File: config.mk
export PLATFORM = sky130hd
export DESIGN_NAME = mcc_cache_ctrl
export DESIGN_NICKNAME = d
export VERILOG_FILES = /design/src/rtl/mcc_pkg.sv /design/src/rtl/mcc_line_store.sv /design/src/rtl/mcc_dir_store.sv /design/src/rtl/mcc_victim_sel.sv /design/src/rtl/mcc_cache_ctrl.sv
export SDC_FILE = /design/constraint.sdc
export NUM_CORES = 2
export LEC_CHECK = 0
export CORE_ASPECT_RATIO = 1.1
export CORE_MARGIN = 5
export CORE_UTILIZATION = 49
export CTS_CLUSTER_SIZE = 14
export DETAILED_ROUTE_END_ITERATION = 10
export MAX_ROUTING_LAYER = met4
export PLACE_DENSITY = 0.63
export SYNTH_ARGS = -nofsm -noshare
export SYNTH_HDL_FRONTEND = slang
export SYNTH_SLANG_ARGS = --single-unit
export TNS_END_PERCENT = 20
File: constraint.sdc
create_clock -name clk -period 5.9 [get_ports clk]
set_input_delay 1.475 -clock clk [delete_from_list [all_inputs] [get_ports clk]]
set_output_delay 1.475 -clock clk [all_outputs]
set_load 0.005 [all_outputs]
File: src/rtl/mcc_pkg.sv
package mcc_pkg;

    typedef enum logic [2:0] {
        S_IDLE,
        S_MAJOR,
        S_SEL,
        S_SWAP,
        S_FETCH
    } mcc_state_e;

endpackage

File: src/rtl/mcc_line_store.sv
module mcc_line_store #(
    parameter int SETS   = 8,
    parameter int WAYS   = 4,
    parameter int TAG_W  = 13,
    parameter int DATA_W = 32,
    localparam int SET_W = $clog2(SETS),
    localparam int WAY_W = $clog2(WAYS)
) (
    input  logic                         clk,
    input  logic                         rst_n,
    input  logic [SET_W-1:0]             set_i,
    output logic [WAYS-1:0]              rd_valid,
    output logic [WAYS-1:0][TAG_W-1:0]   rd_tag,
    output logic [WAYS-1:0][DATA_W-1:0]  rd_data,
    input  logic                         wa_en,
    input  logic [WAY_W-1:0]             wa_way,
    input  logic                         wa_valid,
    input  logic [TAG_W-1:0]             wa_tag,
    input  logic [DATA_W-1:0]            wa_data,
    input  logic                         wb_en,
    input  logic [WAY_W-1:0]             wb_way,
    input  logic                         wb_valid,
    input  logic [TAG_W-1:0]             wb_tag,
    input  logic [DATA_W-1:0]            wb_data
);

    logic [WAYS-1:0]             val_q  [SETS];
    logic [WAYS-1:0][TAG_W-1:0]  tag_q  [SETS];
    logic [WAYS-1:0][DATA_W-1:0] data_q [SETS];

    assign rd_valid = val_q[set_i];
    assign rd_tag   = tag_q[set_i];
    assign rd_data  = data_q[set_i];

    always_ff @(posedge clk) begin
        if (!rst_n) begin
            for (int s = 0; s < SETS; s++) begin
                val_q[s]  <= '0;
                tag_q[s]  <= '0;
                data_q[s] <= '0;
            end
        end else begin
            if (wa_en) begin
                val_q[set_i][wa_way]  <= wa_valid;
                tag_q[set_i][wa_way]  <= wa_tag;
                data_q[set_i][wa_way] <= wa_data;
            end
            if (wb_en) begin
                val_q[set_i][wb_way]  <= wb_valid;
                tag_q[set_i][wb_way]  <= wb_tag;
                data_q[set_i][wb_way] <= wb_data;
            end
        end
    end

    // Both ports never target the same way in one cycle (swap and displace).
    a_r7_ports_disjoint: assert property (@(posedge clk) disable iff (!rst_n)
        (wa_en && wb_en) |-> (wa_way != wb_way));

endmodule

File: src/rtl/mcc_dir_store.sv
module mcc_dir_store #(
    parameter int SETS = 8,
    parameter int WAYS = 4,
    localparam int SET_W = $clog2(SETS)
) (
    input  logic                           clk,
    input  logic                           rst_n,
    input  logic [SET_W-1:0]               set_i,
    output logic [WAYS-1:0][WAYS-1:0]      rd_vec,
    input  logic                           wr_en,
    input  logic [WAYS-1:0][WAYS-1:0]      wr_vec
);

    // vec_q[set][home way][way] : way holds an overflow block of that home way
    logic [WAYS-1:0][WAYS-1:0] vec_q [SETS];

    assign rd_vec = vec_q[set_i];

    always_ff @(posedge clk) begin
        if (!rst_n) begin
            for (int s = 0; s < SETS; s++) vec_q[s] <= '0;
        end else if (wr_en) begin
            vec_q[set_i] <= wr_vec;
        end
    end

    generate
        for (genvar s = 0; s < SETS; s++) begin : g_set
            for (genvar w = 0; w < WAYS; w++) begin : g_way
                // a home way is never linked to itself
                a_r5_no_self_link: assert property (@(posedge clk) disable iff (!rst_n)
                    !vec_q[s][w][w]);
            end
        end
    endgenerate

endmodule

File: src/rtl/mcc_victim_sel.sv
module mcc_victim_sel #(
    parameter int WAYS = 4,
    localparam int WAY_W = $clog2(WAYS)
) (
    input  logic [WAY_W-1:0]            home,
    input  logic [WAYS-1:0]             valid,
    input  logic [WAYS-1:0][WAY_W-1:0]  group,
    output logic [WAY_W-1:0]            victim
);

    logic             have_empty;
    logic             have_foreign;
    logic [WAY_W-1:0] empty_way;
    logic [WAY_W-1:0] foreign_way;
    logic [WAY_W-1:0] other_way;

    // walk downward so the lowest qualifying way is kept
    always_comb begin
        have_empty   = 1'b0;
        have_foreign = 1'b0;
        empty_way    = '0;
        foreign_way  = '0;
        other_way    = '0;
        for (int w = WAYS - 1; w >= 0; w--) begin
            if (WAY_W'(w) != home) begin
                other_way = WAY_W'(w);
                if (!valid[w]) begin
                    have_empty = 1'b1;
                    empty_way  = WAY_W'(w);
                end else if (group[w] != WAY_W'(w)) begin
                    have_foreign = 1'b1;
                    foreign_way  = WAY_W'(w);
                end
            end
        end
        if (have_empty)        victim = empty_way;
        else if (have_foreign) victim = foreign_way;
        else                   victim = other_way;
    end

endmodule

File: src/rtl/mcc_cache_ctrl.sv
module mcc_cache_ctrl
    import mcc_pkg::*;
#(
    parameter int ADDR_W = 16,
    parameter int DATA_W = 32,
    parameter int SETS   = 8,
    parameter int WAYS   = 4
) (
    input  logic              clk,
    input  logic              rst_n,
    input  logic              req_valid,
    input  logic [ADDR_W-1:0] req_addr,
    output logic              req_ready,
    output logic              rsp_valid,
    output logic [DATA_W-1:0] rsp_data,
    output logic              rsp_hit,
    output logic              rsp_first,
    output logic              mem_req,
    output logic [ADDR_W-1:0] mem_addr,
    input  logic              fill_valid,
    input  logic [DATA_W-1:0] fill_data
);

    localparam int SET_W = $clog2(SETS);
    localparam int WAY_W = $clog2(WAYS);
    localparam int TAG_W = ADDR_W - SET_W;

    function automatic logic [WAY_W-1:0] lowest(input logic [WAYS-1:0] m);
        logic [WAY_W-1:0] r;
        r = '0;
        for (int i = WAYS - 1; i >= 0; i--) if (m[i]) r = WAY_W'(i);
        return r;
    endfunction

    function automatic logic [WAYS-1:0] onehot(input logic [WAY_W-1:0] i);
        logic [WAYS-1:0] r;
        r    = '0;
        r[i] = 1'b1;
        return r;
    endfunction

    mcc_state_e        state_q, state_d;
    logic [ADDR_W-1:0] addr_q, addr_d;
    logic [WAY_W-1:0]  cur_q, cur_d;
    logic [WAYS-1:0]   rem_q, rem_d;

    // field split of the latched address
    logic [SET_W-1:0] set_idx;
    logic [WAY_W-1:0] home;
    logic [TAG_W-1:0] tag;
    assign set_idx = addr_q[SET_W-1:0];
    assign home    = addr_q[SET_W+WAY_W-1:SET_W];
    assign tag     = addr_q[ADDR_W-1:SET_W];

    logic [WAYS-1:0]              rd_valid;
    logic [WAYS-1:0][TAG_W-1:0]   rd_tag;
    logic [WAYS-1:0][DATA_W-1:0]  rd_data;
    logic [WAYS-1:0][WAYS-1:0]    rd_vec;
    logic [WAYS-1:0][WAYS-1:0]    nv;
    logic                         dir_we;
    logic [WAYS-1:0][WAY_W-1:0]   grp;
    logic [WAYS-1:0]              match;
    logic [WAYS-1:0]              home_links;
    logic [WAY_W-1:0]             vic;
    logic                         displace;

    logic                         wa_en, wa_valid, wb_en, wb_valid;
    logic [WAY_W-1:0]             wa_way, wb_way;
    logic [TAG_W-1:0]             wa_tag, wb_tag;
    logic [DATA_W-1:0]            wa_data, wb_data;

    always_comb begin
        for (int w = 0; w < WAYS; w++) begin
            grp[w]   = rd_tag[w][WAY_W-1:0];
            match[w] = rd_valid[w] && (rd_tag[w] == tag);
        end
    end

    assign home_links = rd_vec[home] & ~onehot(home);
    assign displace   = rd_valid[home] && (grp[home] == home);

    mcc_line_store #(
        .SETS(SETS), .WAYS(WAYS), .TAG_W(TAG_W), .DATA_W(DATA_W)
    ) u_lines (
        .clk(clk), .rst_n(rst_n), .set_i(set_idx),
        .rd_valid(rd_valid), .rd_tag(rd_tag), .rd_data(rd_data),
        .wa_en(wa_en), .wa_way(wa_way), .wa_valid(wa_valid), .wa_tag(wa_tag), .wa_data(wa_data),
        .wb_en(wb_en), .wb_way(wb_way), .wb_valid(wb_valid), .wb_tag(wb_tag), .wb_data(wb_data)
    );

    mcc_dir_store #(.SETS(SETS), .WAYS(WAYS)) u_dir (
        .clk(clk), .rst_n(rst_n), .set_i(set_idx),
        .rd_vec(rd_vec), .wr_en(dir_we), .wr_vec(nv)
    );

    mcc_victim_sel #(.WAYS(WAYS)) u_victim (
        .home(home), .valid(rd_valid), .group(grp), .victim(vic)
    );

    // State register
    always_ff @(posedge clk) begin
        if (!rst_n) begin
            state_q <= S_IDLE;
            addr_q  <= '0;
            cur_q   <= '0;
            rem_q   <= '0;
        end else begin
            state_q <= state_d;
            addr_q  <= addr_d;
            cur_q   <= cur_d;
            rem_q   <= rem_d;
        end
    end

    // Next state
    always_comb begin
        state_d = state_q;
        addr_d  = addr_q;
        cur_d   = cur_q;
        rem_d   = rem_q;
        unique case (state_q)
            S_IDLE: begin
                if (req_valid) begin
                    addr_d  = req_addr;
                    state_d = S_MAJOR;
                end
            end
            S_MAJOR: begin
                if (match[home]) begin
                    state_d = S_IDLE;
                end else if (home_links != '0) begin
                    cur_d   = lowest(home_links);
                    rem_d   = home_links & ~onehot(lowest(home_links));
                    state_d = S_SEL;
                end else begin
                    state_d = S_FETCH;
                end
            end
            S_SEL: begin
                if (match[cur_q]) begin
                    state_d = S_SWAP;
                end else if (rem_q != '0) begin
                    cur_d   = lowest(rem_q);
                    rem_d   = rem_q & ~onehot(lowest(rem_q));
                end else begin
                    state_d = S_FETCH;
                end
            end
            S_SWAP:  state_d = S_IDLE;
            S_FETCH: if (fill_valid) state_d = S_IDLE;
            default: state_d = S_IDLE;
        endcase
    end

    // Array and link updates
    always_comb begin
        wa_en = 1'b0; wa_way = home; wa_valid = 1'b1; wa_tag = tag; wa_data = fill_data;
        wb_en = 1'b0; wb_way = vic;  wb_valid = 1'b1; wb_tag = rd_tag[home]; wb_data = rd_data[home];
        dir_we = 1'b0;
        nv     = rd_vec;
        if (state_q == S_SWAP) begin
            // hit block to home way, home occupant to the hit way
            wa_en    = 1'b1;
            wa_tag   = rd_tag[cur_q];
            wa_data  = rd_data[cur_q];
            wb_en    = 1'b1;
            wb_way   = cur_q;
            wb_valid = rd_valid[home];
            dir_we   = 1'b1;
            nv[home][cur_q] = 1'b0;
            if (rd_valid[home]) begin
                nv[grp[home]][home] = 1'b0;
                if (grp[home] != cur_q) nv[grp[home]][cur_q] = 1'b1;
            end
        end else if (state_q == S_FETCH && fill_valid) begin
            wa_en  = 1'b1;
            dir_we = 1'b1;
            if (rd_valid[home] && !displace) begin
                nv[grp[home]][home] = 1'b0;
            end else if (displace) begin
                wb_en = 1'b1;
                if (rd_valid[vic] && grp[vic] != vic) nv[grp[vic]][vic] = 1'b0;
                nv[home][vic] = 1'b1;
            end
        end
    end

    // Outputs
    always_comb begin
        req_ready = (state_q == S_IDLE);
        mem_req   = (state_q == S_FETCH);
        mem_addr  = addr_q;
        rsp_valid = 1'b0;
        rsp_hit   = 1'b0;
        rsp_first = 1'b0;
        rsp_data  = '0;
        unique case (state_q)
            S_MAJOR: if (match[home]) begin
                rsp_valid = 1'b1; rsp_hit = 1'b1; rsp_first = 1'b1; rsp_data = rd_data[home];
            end
            S_SEL: if (match[cur_q]) begin
                rsp_valid = 1'b1; rsp_hit = 1'b1; rsp_data = rd_data[cur_q];
            end
            S_FETCH: if (fill_valid) begin
                rsp_valid = 1'b1; rsp_data = fill_data;
            end
            S_IDLE, S_SWAP: ;
            default: ;
        endcase
    end

    a_r3_first_is_hit: assert property (@(posedge clk) disable iff (!rst_n)
        (rsp_valid && rsp_first) |-> rsp_hit);
    a_r4_miss_on_fill: assert property (@(posedge clk) disable iff (!rst_n)
        (rsp_valid && !rsp_hit) |-> (mem_req && fill_valid));
    a_r4_req_held: assert property (@(posedge clk) disable iff (!rst_n)
        (mem_req && !fill_valid) |=> (mem_req && $stable(mem_addr)));
    a_r7_swap_stall: assert property (@(posedge clk) disable iff (!rst_n)
        (rsp_valid && rsp_hit && !rsp_first) |=> (!req_ready && !rsp_valid));
    a_r7_swap_ends: assert property (@(posedge clk) disable iff (!rst_n)
        (state_q == S_SWAP) |=> req_ready);
    a_r8_victim_not_home: assert property (@(posedge clk) disable iff (!rst_n)
        (wb_en && state_q == S_FETCH) |-> (vic != home));
    a_r1_idle_quiet: assert property (@(posedge clk) disable iff (!rst_n)
        req_ready |-> (!rsp_valid && !mem_req));

endmodule

==> results.sh <==
export IMPL_yosysSeqAreaShare_pct=63.4
export IMPL_r2r_cells=14
export IMPL_critPathTopFamily="buffers and inverters"
export IMPL_clk_latency_ns=0.80
export IMPL_drtIter0Drc=7601
export IMPL_synth_top_flop_cell="edfxtp_1"
export IMPL_fin_area_sq_mm=0.0875
export IMPL_post_dp_cell_area_sq_mm=0.0811
export IMPL_crit_arrival_ns=4.70
export IMPL_p_int_uw=20300
export IMPL_tns_ns=-1.43
export IMPL_maxCapViolCount=0
export IMPL_htreeDepth=4
export IMPL_hold_buffers=0
export IMPL_antenna_found_initial=8
export IMPL_wire_per_inst_um=33.4
export IMPL_netlist_instances=5369
export IMPL_setup_ws_ns=-0.273
export IMPL_slowest_stage="mux4_2"
export IMPL_antenna_left=0
export IMPL_ios=105
export IMPL_grt_pass1_vias=50200
export IMPL_finalCritPeriodShare_pct=105
export IMPL_drive_gt1_share_pct=23.4
export IMPL_violations="setup timing"
export IMPL_max_slew_worst_pin_slew_ns=1.34
export IMPL_start_util_pct=49.4
export IMPL_yosysTopAreaCell="edfxtp_1"
export IMPL_p_sw_uw=7030
export IMPL_vias=51400
export IMPL_power_leakage_uw=0.0297
export IMPL_reg2reg_slack_ns=0.55
export IMPL_core_sq_mm=0.152
export IMPL_power_density_mw_per_mm2=313
export IMPL_clock_skew_ns=0.0216
export IMPL_drcViolationCount=0
export IMPL_cp_depth=16
export IMPL_final_nets=5695
export IMPL_grt_max_degree=93
export IMPL_crit_buf_inv=6
export IMPL_setup_viol=9
export IMPL_min_period_ns=6.17
export IMPL_ir_drop_v=0.000329
export IMPL_syn_nets=5421
export IMPL_gr_total_overflow=0
export IMPL_final_max_slew_viol_count=0
export IMPL_crit_fanout=9
export IMPL_cp_slowest_stage_delay_ns=0.53
export IMPL_drt_pass1_iter_count=6
export IMPL_p_seq_share_pct=47.4
export IMPL_place_congestion=0.941
export IMPL_numCtsBuffers=165
export IMPL_area_growth_pct=16.4
export IMPL_ys_async_sr_fraction_pct=0
export IMPL_synth_cell_types=83
export IMPL_p_sw_share_pct=25.7
export IMPL_synth_top_area_share_pct=62.6
export IMPL_via_per_inst=6.56
export IMPL_r2r_end="u_lines.data_q[2][20]"
export IMPL_dieWidth_um=383
export IMPL_yosysWarnings=0
export IMPL_fp_dieArea_sq_mm=0.161
export IMPL_finalHoldViolations=0
export IMPL_clkPwrFrac_pct=38.4
export IMPL_final_cells=7837
export IMPL_place_inst=7479
export IMPL_rows=150
export IMPL_clockRootBuffer="clkbuf_16"
export IMPL_io_buffer_count=104
export IMPL_cp_required_ns=4.43
export IMPL_grt_util_all_layers_pct=33.0
export IMPL_pre_cts_ws_ns=0.233
export IMPL_syn_cell_area_sq_mm=0.0752
export IMPL_slew_headroom_pct=9.80
export IMPL_routed_wl_um=262000
export IMPL_clk_pin_slew_ns=0.06
export IMPL_cp_cell_sequence="buf_12, buf_12, mux4_2, mux2i_4, xnor2_1, nor3_2, nand4_1, buf_4, nor3_4, o31ai_2, nor2b_4, buf_4, clkbuf_16, a22oi_1, o21ai_1, clkdlybuf4s50_1"
export IMPL_crit_type="reg2out"
export IMPL_clock_fmax_mhz=162
export IMPL_p_comb_share_pct=14.2
export IMPL_synth_area_per_cell_sq_um=14.0
export IMPL_die_h_um=421
export IMPL_end_kind="output pin"
export IMPL_fillers=12100
export IMPL_rsz0062_at_grt="yes"
export IMPL_ys_ff_latch=1596
export IMPL_synth_edf_count=1568
export IMPL_synth_area_top_cells="edfxtp_1 (63%), mux4_2 (15%), nor2_1 (8.1%)"
export IMPL_grt_pass1_wl_um=368000
export IMPL_cts_tree="done"
export IMPL_start_kind="flip-flop"
export IMPL_hpwl_um=157000
export IMPL_hold_ws_ns=0.481
export IMPL_cts_buffer_depth=3
export IMPL_hold_class="reg2reg"
export IMPL_cp_endpoint="rsp_data[17]"
export IMPL_status="complete, but fails checks"
export IMPL_cts_sinks=1596
[power by group through the flow]
stage	logic (uW)	clock network (uW)	registers, uW
6_report	3890	10500	13000
5_1_grt	4010	11100	13000
4_1_cts	3720	10600	13000
3_5_place_dp	3650	0	13200
3_3_place_gp	3640	0	13200
2_1_floorplan	2120	0	13100
[cell type report]
cell class	instances	area (sq um)	share of cell area (%)
Antenna cell	9	22.5	0.0257
Clock buffer	201	4410	5.04
Clock inverter	99	927	1.06
Inverter	8	35.0	0.0400
Multi-Input combinational cell	3349	26400	30.2
Sequential cell	1596	47700	54.5
Tap cell	2052	2570	2.93
Timing Repair Buffer	523	5410	6.18
[kinds of logic after synthesis]
logic type / Yosys count / synth area share, %
AND/OR/NAND/NOR: 2117 / 11.0
flip-flops: 1596 / 63.4
multiplexers: 838 / 19.5
buffers and inverters: 424 / 2.43
AO/OA/AOI/OAI: 348 / 3.12
XOR/XNOR: 46 / 0.536
[timing repair]
action,in CTS,in global routing
pin swaps,7,15
gates resized for setup,81,118
setup endpoints to repair,35,35
gates cloned,2,7
setup buffers,10,30
[state kept, by name, indices dropped and copies added, names as in the netlist, named ones only]
register / count
cur_q: 2
mem_addr: 16
rem_q: 4
state_q: 3
u_dir.vec_q: 96
u_lines.data_q: 1024
u_lines.tag_q: 416
u_lines.val_q: 32
[cells in the mapped netlist (10+ instances only)]
| cell | instances |
|---|---|
| and2_1 | 16 |
| mux4_2 | 499 |
| xnor2_1 | 35 |
| a22o_1 | 10 |
| nor3_1 | 47 |
| o22ai_1 | 13 |
| nand3_1 | 18 |
| nor2b_1 | 12 |
| a31oi_1 | 10 |
| mux2_2 | 22 |
| dfxtp_1 | 28 |
| edfxtp_1 | 1568 |
| o21ai_0 | 104 |
| a21boi_0 | 20 |
| mux2i_1 | 316 |
| o21ai_1 | 15 |
| a211oi_1 | 12 |
| a21oi_1 | 47 |
| nand2_1 | 340 |
| clkbuf_1 | 241 |
| buf_1 | 47 |
| xor2_1 | 11 |
| buf_2 | 111 |
| nor2_1 | 1620 |
| a22oi_1 | 51 |
[through the flow]
step	power (uW)	utilization (%)
after global routing	28100	57.5
after global placement	16800	53.3
final	27400	57.5
after detailed placement	16900	53.3
after floorplan	15200	-
after CTS	27300	57.0
[worst min path at each step]
stage | start | end | cells after the start
after global routing | rem_q[0] | rem_q[0] | 2
after CTS | rem_q[3] | rem_q[3] | 2
after global placement | rem_q[3] | rem_q[3] | 2
after floorplan | rem_q[2] | rem_q[2] | 2
after detailed placement | rem_q[3] | rem_q[3] | 2
final | rem_q[3] | rem_q[3] | 2
[placed cells by master, fill, tap and decap left out, drive strengths merged, types with 22 or more instances in the layout]
master / count
a22oi: 51
o21ai: 120
a21oi: 48
xnor2: 35
mux2i: 317
clkbuf: 226
nor2: 1620
dfxtp: 28
mux4: 499
buf: 414
nand2: 340
edfxtp: 1568
mux2: 22
clkdlybuf4s50: 74
nor3: 47
clkinv: 71
[per-layer routing]
| metal | part of all wire (%) | GRT usage, % | vias to the layer above |
|---|---|---|---|
| li1 | - | - | 20600 |
| met1 | 36 | 42.6 | 26300 |
| met2 | 47 | 51.7 | 3806 |
| met3 | 12 | 7.64 | 720 |
| met4 | 4.4 | 12.5 | 0 |
| met5 | 0 | - | - |
[worst min-delay path, delay by kind of cell (launching register included)]
kind / cells / cell delay (ns)
flip-flops: 1 / 0.31
AO/OA/AOI/OAI: 1 / 0.07
AND/OR/NAND/NOR: 1 / 0.05
(Power assumes the default switching activity.)
